===== config.mk =====
export PLATFORM = sky130hd
export DESIGN_NAME = pad_sio_ctrl
export DESIGN_NICKNAME = d
export VERILOG_FILES = /design/src/rtl/pad_sio_pkg.sv /design/src/rtl/pad_sio_timer.sv /design/src/rtl/pad_sio_stepper.sv /design/src/rtl/pad_sio_ctrl.sv
export SDC_FILE = /design/constraint.sdc
export NUM_CORES = 1
export LEC_CHECK = 0
export CAP_MARGIN = 20
export CELL_PAD_IN_SITES_DETAIL_PLACEMENT = 1
export CELL_PAD_IN_SITES_GLOBAL_PLACEMENT = 1
export CORE_ASPECT_RATIO = 0.7
export CORE_MARGIN = 5
export CORE_UTILIZATION = 44
export CTS_BUF_LIST = sky130_fd_sc_hd__clkbuf_4
export DETAILED_ROUTE_END_ITERATION = 8
export PLACE_DENSITY = 0.95
export RECOVER_POWER = 50
export SYNTH_ARGS = -nofsm -noshare
export SYNTH_HDL_FRONTEND = slang
export SYNTH_HIERARCHICAL = 1
export SYNTH_SLANG_ARGS = --single-unit
export TNS_END_PERCENT = 50

===== constraint.sdc =====
create_clock -name clk -period 4.2 [get_ports clk]
set_input_delay 0.84 -clock clk [delete_from_list [all_inputs] [get_ports clk]]
set_output_delay 0.84 -clock clk [all_outputs]
set_load 0.01 [all_outputs]

===== src/rtl/pad_sio_pkg.sv =====
package pad_sio_pkg;
  localparam int KeyW       = 16;
  localparam int CtlInhibit = 7;
  localparam int CtlSwArm   = 5;
  localparam int CtlSwClk   = 4;
  localparam int CtlStart   = 2;
  localparam int CtlBusy    = 1;
  localparam int CtlDisable = 0;
  localparam logic [7:0] CtlOnes = 8'h4C;

  function automatic logic irq_qualify(input logic [KeyW-1:0] k);
    return (|k[KeyW-1:4]) && (k[3:1] == 3'b000);
  endfunction
endpackage


===== src/rtl/pad_sio_timer.sv =====
module pad_sio_timer #(
  parameter int HW_CYCLES = 10240
) (
  input  logic clk,
  input  logic rst_n,
  input  logic start,
  input  logic abort,
  output logic busy,
  output logic done
);
  localparam int CW = $clog2(HW_CYCLES + 1);

  logic [CW-1:0] cnt_q, cnt_d;

  assign busy = (cnt_q != '0);
  assign done = (cnt_q == CW'(1)) && !abort;

  always_comb begin
    cnt_d = cnt_q;
    if (abort)      cnt_d = '0;
    else if (start) cnt_d = CW'(HW_CYCLES);
    else if (busy)  cnt_d = cnt_q - CW'(1);
  end

  always_ff @(posedge clk or negedge rst_n) begin
    if (!rst_n) cnt_q <= '0;
    else        cnt_q <= cnt_d;
  end

  a_r7_abort_idle: assert property (@(posedge clk) disable iff (!rst_n)
    abort |=> !busy);
  a_r3_steady_count: assert property (@(posedge clk) disable iff (!rst_n)
    (busy && !abort) |=> (cnt_q == $past(cnt_q) - CW'(1)));
  a_r3_bound: assert property (@(posedge clk) disable iff (!rst_n)
    cnt_q <= CW'(HW_CYCLES));
endmodule


===== src/rtl/pad_sio_stepper.sv =====
module pad_sio_stepper #(
  parameter int STEPS = 32
) (
  input  logic clk,
  input  logic rst_n,
  input  logic clear,
  input  logic reload,
  input  logic adv_en,
  input  logic clk_bit,
  output logic done
);
  localparam int SW = $clog2(STEPS + 1);

  logic [SW-1:0] step_q, step_d, step_a;
  logic          advance;

  always_comb begin
    step_a  = clear ? '0 : step_q;
    advance = adv_en && (step_a != '0) && (clk_bit ^ step_a[0]);
    done    = advance && (step_a == SW'(1));
    step_d  = step_a;
    if (reload)       step_d = SW'(STEPS);
    else if (advance) step_d = step_a - SW'(1);
  end

  always_ff @(posedge clk or negedge rst_n) begin
    if (!rst_n) step_q <= '0;
    else        step_q <= step_d;
  end

  a_r9_arm_value: assert property (@(posedge clk) disable iff (!rst_n)
    reload |=> (step_q == SW'(STEPS)));
  a_r10_single_step: assert property (@(posedge clk) disable iff (!rst_n)
    (!reload && !clear) |=> (step_q == $past(step_q) || step_q == $past(step_q) - SW'(1)));
endmodule


===== src/rtl/pad_sio_ctrl.sv =====
module pad_sio_ctrl
  import pad_sio_pkg::*;
#(
  parameter int HW_CYCLES = 10240,
  parameter int SW_STEPS  = 32
) (
  input  logic            clk,
  input  logic            rst_n,
  input  logic            wr_en,
  input  logic [7:0]      wr_data,
  input  logic [KeyW-1:0] keys,
  output logic [7:0]      ctrl_rd,
  output logic [7:0]      lo_rd,
  output logic [7:0]      hi_rd,
  output logic            irq
);
  logic [1:0] rst_sync_q;
  logic       rst_q_n;

  always_ff @(posedge clk or negedge rst_n) begin
    if (!rst_n) rst_sync_q <= 2'b00;
    else        rst_sync_q <= {rst_sync_q[0], 1'b1};
  end
  assign rst_q_n = rst_sync_q[1];

  logic inhibit_q, arm_q, swclk_q, disable_q, irq_q;
  logic inhibit_d, arm_d, swclk_d, disable_d, irq_d;
  logic [7:0] lo_q, hi_q, lo_d, hi_d;
  logic abort, start, busy, busy_mid, reload, adv_en;
  logic hw_done, sw_done, latch;
  logic unused_bits;

  assign unused_bits = ^{wr_data[6], wr_data[3], wr_data[1]};

  always_comb begin
    inhibit_d = wr_en ? wr_data[CtlInhibit] : inhibit_q;
    disable_d = wr_en ? wr_data[CtlDisable] : disable_q;
    arm_d     = wr_en ? wr_data[CtlSwArm]   : arm_q;
    swclk_d   = wr_en ? wr_data[CtlSwClk]   : swclk_q;
    abort     = wr_en && wr_data[CtlDisable];
    start     = wr_en && wr_data[CtlStart] && !busy && !disable_d;
    busy_mid  = start || (busy && !abort);
    reload    = wr_en && wr_data[CtlSwArm] && !busy_mid;
    adv_en    = wr_en && !wr_data[CtlSwArm];
  end

  pad_sio_timer #(.HW_CYCLES(HW_CYCLES)) u_timer (
    .clk(clk), .rst_n(rst_q_n), .start(start), .abort(abort),
    .busy(busy), .done(hw_done)
  );

  pad_sio_stepper #(.STEPS(SW_STEPS)) u_stepper (
    .clk(clk), .rst_n(rst_q_n), .clear(start), .reload(reload),
    .adv_en(adv_en), .clk_bit(wr_data[CtlSwClk]), .done(sw_done)
  );

  assign latch = hw_done || sw_done;

  always_comb begin
    lo_d  = latch ? keys[7:0]  : lo_q;
    hi_d  = latch ? keys[15:8] : hi_q;
    irq_d = irq_q && !(wr_en && wr_data[CtlInhibit]);
    if (hw_done && !inhibit_d && irq_qualify(keys)) irq_d = 1'b1;
  end

  always_ff @(posedge clk or negedge rst_q_n) begin
    if (!rst_q_n) begin
      inhibit_q <= 1'b0;
      arm_q     <= 1'b0;
      swclk_q   <= 1'b0;
      disable_q <= 1'b0;
      irq_q     <= 1'b0;
      lo_q      <= 8'h00;
      hi_q      <= 8'h00;
    end else begin
      inhibit_q <= inhibit_d;
      arm_q     <= arm_d;
      swclk_q   <= swclk_d;
      disable_q <= disable_d;
      irq_q     <= irq_d;
      lo_q      <= lo_d;
      hi_q      <= hi_d;
    end
  end

  always_comb begin
    ctrl_rd             = CtlOnes;
    ctrl_rd[CtlInhibit] = inhibit_q;
    ctrl_rd[CtlSwArm]   = arm_q;
    ctrl_rd[CtlSwClk]   = swclk_q;
    ctrl_rd[CtlBusy]    = busy;
    ctrl_rd[CtlDisable] = disable_q;
  end

  assign lo_rd = lo_q;
  assign hi_rd = hi_q;
  assign irq   = irq_q;

  a_r6_ack_clears: assert property (@(posedge clk) disable iff (!rst_q_n)
    (wr_en && wr_data[CtlInhibit]) |=> !irq);
  a_r5_irq_source: assert property (@(posedge clk) disable iff (!rst_q_n)
    $rose(irq) |-> $past(hw_done));
  a_r4_data_hold: assert property (@(posedge clk) disable iff (!rst_q_n)
    !latch |=> $stable({hi_q, lo_q}));
  a_r11_no_start_when_disabled: assert property (@(posedge clk) disable iff (!rst_q_n)
    (wr_en && wr_data[CtlDisable]) |=> !busy);
endmodule


==> results.md, run 1 <==
- Std-Cell Rows: 22
- Multi-input logic area: 0.00112 mm2
- Fmax: 0.254 GHz
- Post-synthesis adder-cell area fraction: around 2.1%
- Post-DP HPWL: between 4000 and 5000 um
- Largest family of logic cells by synthesized area: simple AND/OR/NAND/NOR gates
- IO Port Bufs: 45
- Power Dens Cells: just under 700 mW/mm2
- Clk_lat worst skew: 0.36 ns
- Critical path endpoint category: flop
- Setup crit start: u_timer/cnt_q[10]
- Complex-gate fraction of the synthesized area: 11.7%
- Simple-Gate Fraction of Synth Area: 22.7%
- Via/cell ratio: around 5.7
- Crit-path leading delay family: simple AND/OR/NAND/NOR gates
- Switching share of total power: roughly two fifths
- DRC Markers: 0
- Final nets: approximately 300
- Io pins: 52
- Failing checks: max-capacitance violations, max-slew violations
- Placement Cell Area: 0.00282 mm2
- Syn. warnings: 6
- Root buffer cell: clkbuf_4
- Synth Instances: 213
- Largest net degree at the start of global routing: 42
- GRT Total Usage: 19.5%
- Worst Path Buf+Inv: 3
- Combinational share of power: 49.6%
- Fin area: 0.00290 mm2
- Initial core utilization: 45.0%
- Initial DRC count: approximately 100
- Period minus WS final: roughly 3.9 ns
- Share of layout cells above drive strength 1: 18.4%
- Seq cells post-synth: 43
- Vias: between 1,500 and 2,000
- Final Util: 55.7%
- Final setup TNS: 0 ns
- Status: finished, violations left
- Final Max Slew Viols: 42
- R2r setup slk: 0.27 ns
- Max incr delay on CP: 0.64 ns
- Antenna viol nets, final: 0
- Critical Path AT: 4.19 ns
- Setup Skew: 0.00990 ns
- Cell internal pwr: 1190 uW
- Required time of the critical path: 4.46 ns
- CTS Hold Bufs: 0
- Sequential area share after synthesis: 46.0%
- Avg WL per Cell: between 15 and 20 um
- Clk network pwr share: 13.6%
- Mapped Area: approximately 0.0023 mm2
- Gates resized, CTS repair: 0
- Vias in the first global route: 2,007
- Relative slew slack: -51.4%
- HP Class: reg2reg
- H-tree depth: 2
- CP startpoint kind: flop
- CTS clk-pin slew, worst paths: 0.13 ns
- Setup CP Type: reg2reg
- Sequential share of power: 36.8%
- Top FF cell, synth: dfrtp_1
- Worst hold path depth: 0
- CP Max Fanout: 16
- EDFF count, synth: 0
- Synth Area in XOR/XNOR: 1.07%
- Reg2Reg Launch Point: u_timer/cnt_q[10]
- Sequential cell area: 0.00108 mm2
- Die Wd: 97.2 um
- Core Box Area: 0.00520 mm2
- Area delta synth->final: 23.7%
- Worst r2r dst: hi_rd[2]
- RSZ-0062 raised after global routing: false
- CP max-delay cell: or4_1
- Pre-antenna DRT Iters: 4
- Cts bufs inserted: 5
- Post-synthesis async set-or-reset flop share: 100%
- Final Hold Viols: 0
- Distinct cells, synth: 58
- Postcts setup bufs: 0
- R2R cell count: 14
- Die height: around 70 um
- Final period util: 93.6%
- Endpoints failing setup: 0
- Leak pwr: 0.00119 uW
- Post-synthesis mux area share: roughly 9.7%
- RePlAce Congestion: 0.834
- NetSw: about 760 uW
- Final wirelength: 6450 um
- Worst setup path endpoint: hi_rd[2]
- Fill cell count: 555
- Worst slew pin tran: 2.27 ns
- Total die area: 0.00690 mm2
- First-pass GRT wire length: about 11,000 um
- Max-Cap Viols: 1
- Stages on worst setup path: 14
- Crit-path cells: or4_1 > nor2_1 > nand4b_1 > nor3_1 > buf_4 > inv_1 > nand2_1 > ha_1 > or2b_2 > o21ai_0 > nor3_1 > nor2_2 > buf_4 > mux2_2
- TritonCTS clock tree: done
- Synthesized area per cell: 11.0 um2
- GRT overflow: 0
- Clk sinks: 43
- Initial antenna violation count: 0
- Clock buffer depth: 2
- VDD IR max: approximately 0.00033 V
- Antenna fix cells: 0
## power groups by stage
stage | sequential [uW] | combinational [uW] | clock, uW
after floorplan | 730 | 581 | 0
after global placement | 707 | 912 | 0
after detailed placement | 729 | 966 | 0
after CTS | 719 | 977 | 271
after global routing | 744 | 1070 | 289
final | 719 | 968 | 265
## cell families after synthesis
group / Yosys count
buf+inv: 23
compound gates: 40
xor+xnor: 2
simple gates: 80
flops: 43
fa+ha+maj: 4
mux: 20
other cells: 1
## routing by layer
layer	GRT usage, %	wire [um]	vias to the layer above
met5	0	0	-
met4	4.83	90	0
met3	6.60	558	13
met2	31.6	3060	67
met1	25.4	2740	947
li1	-	-	873
## cell type report
cell class / count / area share, %
clock buffer: 5 / 1.30
clock inverter: 2 / 1.30
multi-input combinational: 150 / 38.6
timing repair buffer: 54 / 17.6
inverter: 7 / 0.908
tap: 72 / 3.11
sequential: 43 / 37.2
## worst min path at each step
| stage | from | to | slack [ns] |
|---|---|---|---|
| after floorplan | rst_sync_q[0] | rst_sync_q[1] | 0.33 |
| after global routing | rst_sync_q[0] | rst_sync_q[1] | 0.39 |
| final | rst_sync_q[0] | rst_sync_q[1] | 0.37 |
| after CTS | rst_sync_q[1] | lo_rd[2] | 0.35 |
| after detailed placement | rst_sync_q[1] | lo_rd[5] | 0.34 |
| after global placement | rst_sync_q[1] | lo_rd[1] | 0.33 |
## worst register-to-register path, stage by stage (launching register included)
cell	delay (ns)
dfrtp_1	0.45
or4_1	0.64
nor2_1	0.25
nand4b_1	0.17
nor3_1	0.22
buf_4	0.24
inv_1	0.13
nand2_1	0.14
ha_1	0.19
or2b_2	0.32
o21ai_0	0.23
nor3_1	0.13
nor2_2	0.11
buf_4	0.24
mux2_2	0.37
## cell usage in the layout (no fill, tap or decap), types with 6 or more instances in the layout
master,n
buf_4,7
nor2_1,14
nor3_1,7
nor4_1,6
dfrtp_1,43
clkdlybuf4s50_1,38
mux2_2,18
inv_1,7
dlygate4sd3_1,7
a21oi_1,11
nand2_1,12
o211ai_1,6
## sequential cells by signal, indices dropped and copies added (netlist names)
name	cells
lo_rd	8
rst_sync_q	2
inhibit_q	1
arm_q	1
disable_q	1
u_timer/cnt_q	14
swclk_q	1
u_stepper/step_q	6
irq	1
hi_rd	8
## through the flow
step           instances  power (uW)  hold slack (ns)  setup WS, ns
5_1_grt              333        2100            0.390      0.000687
3_3_place_gp         325        1620            0.330         0.397
2_1_floorplan        216        1310            0.331        0.0733
6_report             333        1950            0.372         0.268
3_5_place_dp         325        1700            0.339         0.231
4_1_cts              332        1970            0.353         0.180
## synthesized netlist by cell type (5+ instances only)
cell       n  area [um2]
dfrtp_1   43        1080
mux2_2    18         203
nor2_1    14        52.6
buf_4     12        90.1
nand2_1   12        45.0
a21oi_1   11        55.1
inv_1      7        26.3
nor3_1     7        35.0
nor4_1     6        37.5
o211ai_1   6        45.0
o21ai_0    5        25.0
or3_1      5        31.3
Power figures use the tool's default switching activity.
==> run 2, diff against run 1 <==
CORE_UTILIZATION = 43   (was 44)
SLEW_MARGIN = 30   (was unset)
SYNTH_HIERARCHICAL = unset   (was 1)
==> run 2 against run 1 <==
  * The run still ends with max-capacitance violations, max-slew violations left
  * Via count down 4.4%
  * Design area down 2.2%
  * Sequential power down 2%
  * Register-to-register slack better by 0.18 ns
  * Worst setup slack better by 0.13 ns
  * Global-route usage down 1.2 points
  * Power down 6.5%
  * Area after synthesis down 2.9%
  * Synthesized cell count down 3.8%
  * First-iteration DRC count up 4.0%
  * Die area down 0.59%
  * Count of clock-buffer cells in the layout unchanged
  * Largest power group unchanged
==> results.md, run 2 <==
- Status: finished, violations left
- Failing checks: max-capacitance violations, max-slew violations
- Power Dens Cells: 645 mW/mm2 (-4.4%)
- Syn. warnings: 0 (-6)
- Final period util: 90.6% (-3.0 points)
- Clk_lat worst skew: 0.37 ns (about the same)
- Initial DRC count: 105 (+4.0%)
- Synth Instances: 205 (-3.8%)
- Final wirelength: 5940 um (-7.9%)
- Most numerous cell in the Yosys netlist: dfrtp_1
- Commonest non-fill, non-tap cells in the layout: dfrtp_1 (43), clkdlybuf4s50_1 (40), nor2_1 (17)
- Area leader, netlist: dfrtp_1
- Critical path endpoint category: flop
- Final Hold Viols: 0 (unchanged)
- Postcts setup bufs: 0 (unchanged)
- Avg WL per Cell: 18.3 um (-5.6%)
- Share of Yosys cell area claimed by the top area cell type: 47.4% (+1.4 points)
- Setup ws final: 0.393 ns (+0.125 ns)
- Total die area: 0.00686 mm2 (-0.59%)
- Largest net degree at the start of global routing: 42 (unchanged)
- Final setup TNS: 0 ns (unchanged)
- Setup Skew: 0.0257 ns (+0.0158 ns)
- Gates resized, CTS repair: 0 (unchanged)
- Max-Cap Viols: 1 (unchanged)
- First-pass GRT wire length: 10,100 um (-6.2%)
- Seq cells post-synth: 43 (unchanged)
- Distinct cells, synth: 50 (-14%)
- Pre-CTS setup slack: 0.0536 ns (-0.177 ns)
- Synth cell count leaders: dfrtp_1 (43), nor2_1 (17), nand2_1 (11), xnor2_1 (11), mux2_4 (10)
- Cts bufs inserted: 5 (unchanged)
- GRT overflow: 0 (unchanged)
- DRC Markers: 0 (unchanged)
- Commonest non-fill, non-tap cell in the layout: dfrtp_1
- Die height: 70.8 um (-0.29%)
- Io pins: 52 (unchanged)
- Synthesized area per cell: 11.1 um2 (+0.85%)
- Top FF cell, synth: dfrtp_1
- Endpoints failing setup: 0 (unchanged)
- Final nets: 284 (-2.7%)
- Die Wd: 96.9 um (-0.30%)
- Leak pwr: 0.00123 uW (+3.4%)
- Critical Path AT: 4.06 ns (-0.13 ns)
- Max reg flops: 14 (unchanged)
- Final Max Slew Viols: 42 (unchanged)
- Via/cell ratio: 5.59 (-2.1%)
- Core Box Area: 0.00517 mm2 (-0.53%)
- HP Class: reg2reg
- Antenna fix cells: 0 (unchanged)
- TritonCTS clock tree: done
- Setup CP Type: in2reg
- RePlAce Congestion: 0.811 (-2.8%)
- CTS Hold Bufs: 0 (unchanged)
- Vias in the first global route: 1,990 (-0.85%)
- H-tree depth: 2 (unchanged)
- Initial core utilization: 43.9% (-1.1 points)
- Std-Cell Rows: 22 (unchanged)
- Mapped Area: 0.00227 mm2 (-2.9%)
- Area delta synth->final: 24.6%
- CTS clk-pin slew, worst paths: 0.12 ns (about the same)
- Sequential area share after synthesis: 47.4% (+1.4 points)
- Worst slew pin tran: 2.21 ns (-0.0644 ns)
- Initial antenna violation count: 0 (unchanged)
- RSZ-0062 raised after global routing: false
- Fmax: 0.263 GHz (+3.3%)
- Clk sinks: 43 (unchanged)
- Share of layout cells above drive strength 1: 15.0% (-3.4 points)
- Vias: 1,816 (-4.4%)
- Relative slew slack: -47.1% (+4.3 points)
- GRT Total Usage: 18.4% (-1.2 points)
- Top post-synthesis cells by area: dfrtp_1 (47%), mux2_4 (6.6%), xnor2_1 (4.2%), mux2_2 (3.5%), nor2_1 (2.8%)
- EDFF count, synth: 0 (unchanged)
- IO Port Bufs: 45 (unchanged)
- Post-synthesis async set-or-reset flop share: 100% (unchanged)
- Antenna viol nets, final: 0 (unchanged)
- Biggest register: u_timer.cnt_q
- Pre-antenna DRT Iters: 4 (unchanged)
- Clock buffer depth: 2 (unchanged)
- Period minus WS final: 3.81 ns (-0.125 ns)
- CP startpoint kind: primary input
- CP Max Fanout: 16 (unchanged)
- Post-DP HPWL: 4510 um (-7.7%)
- Root buffer cell: clkbuf_4
- VDD IR max: 0.000213 V (-36%)
- Required time of the critical path: 4.45 ns (about the same)
-- run 2: critical path: stages --
cell	delay, ns
clkdlybuf4s50_1	0.50
and4b_1	0.39
nand3_1	0.32
nand2_1	0.23
ha_1	0.32
nand2b_1	0.18
nor2_1	0.08
a32o_1	0.29
a32oi_2	0.21
buf_4	0.31
mux2_2	0.37
-- run 2: through the flow --
stage | util (%) | hold slack (ns) | std cells | cell area, um2 | power (uW)
2_1_floorplan | - | 0.331 | 208 | 2280 | 1280
3_3_place_gp | 53.7 | 0.324 | 317 | 2780 | 1560
3_5_place_dp | 53.7 | 0.342 | 317 | 2780 | 1620
4_1_cts | 54.8 | 0.332 | 325 | 2840 | 1840
5_1_grt | 54.7 | 0.388 | 325 | 2830 | 1960
6_report | 54.7 | 0.373 | 325 | 2830 | 1820
-- run 2: layout make-up --
cell class                 instances  area, um2
clock buffer                       5       37.5
inverter                           9       33.8
fill                             594       2340
sequential                        43       1080
tap                               72       90.1
clock inverter                     3       20.0
multi-input combinational        142       1090
timing repair buffer              51        484
-- run 2: final timing paths --
path                                    from                  end  slack, ns  cells after the start
min                            rst_sync_q[0]        rst_sync_q[1]       0.37                      0
min in group asynchronous              rst_n        rst_sync_q[1]       0.70                      1
max reg2reg                u_timer.cnt_q[11]             hi_rd[1]       0.45                     11
max in group asynchronous      rst_sync_q[1]  u_stepper.step_q[0]       1.96                      1
max                               wr_data[0]             hi_rd[1]       0.39                     11
min reg2reg                    rst_sync_q[0]        rst_sync_q[1]       0.37                      0
-- run 2: cells by family (layout without fill, tap and decap cells) --
family	count (synthesis)	count (layout)	synth area share (%)
AO/OA/AOI/OAI	33	33	10.5
XOR/XNOR	13	13	5.01
adder cells (fa/ha/maj)	5	5	2.75
buffers and inverters	23	68	5.51
flip-flops	43	43	47.4
multiplexers	20	20	11.4
other	1	4	0.165
AND/OR/NAND/NOR	67	67	17.3
-- run 2: power by group --
group	switching, uW	internal, uW	leakage, uW
Clock	149	64.1	0.0000272
Combinational	446	457	0.000659
Sequential	141	567	0.000546
-- run 2: layer usage --
| layer | GRT usage (%) | share of wire [%] | up-vias |
|---|---|---|---|
| met1 | 22.5 | 44 | 932 |
| met4 | 7.63 | 1.9 | 0 |
| met2 | 31.5 | 50 | 48 |
| met3 | 4.33 | 3.8 | 9 |
| met5 | 0 | 0 | - |
| li1 | - | - | 827 |
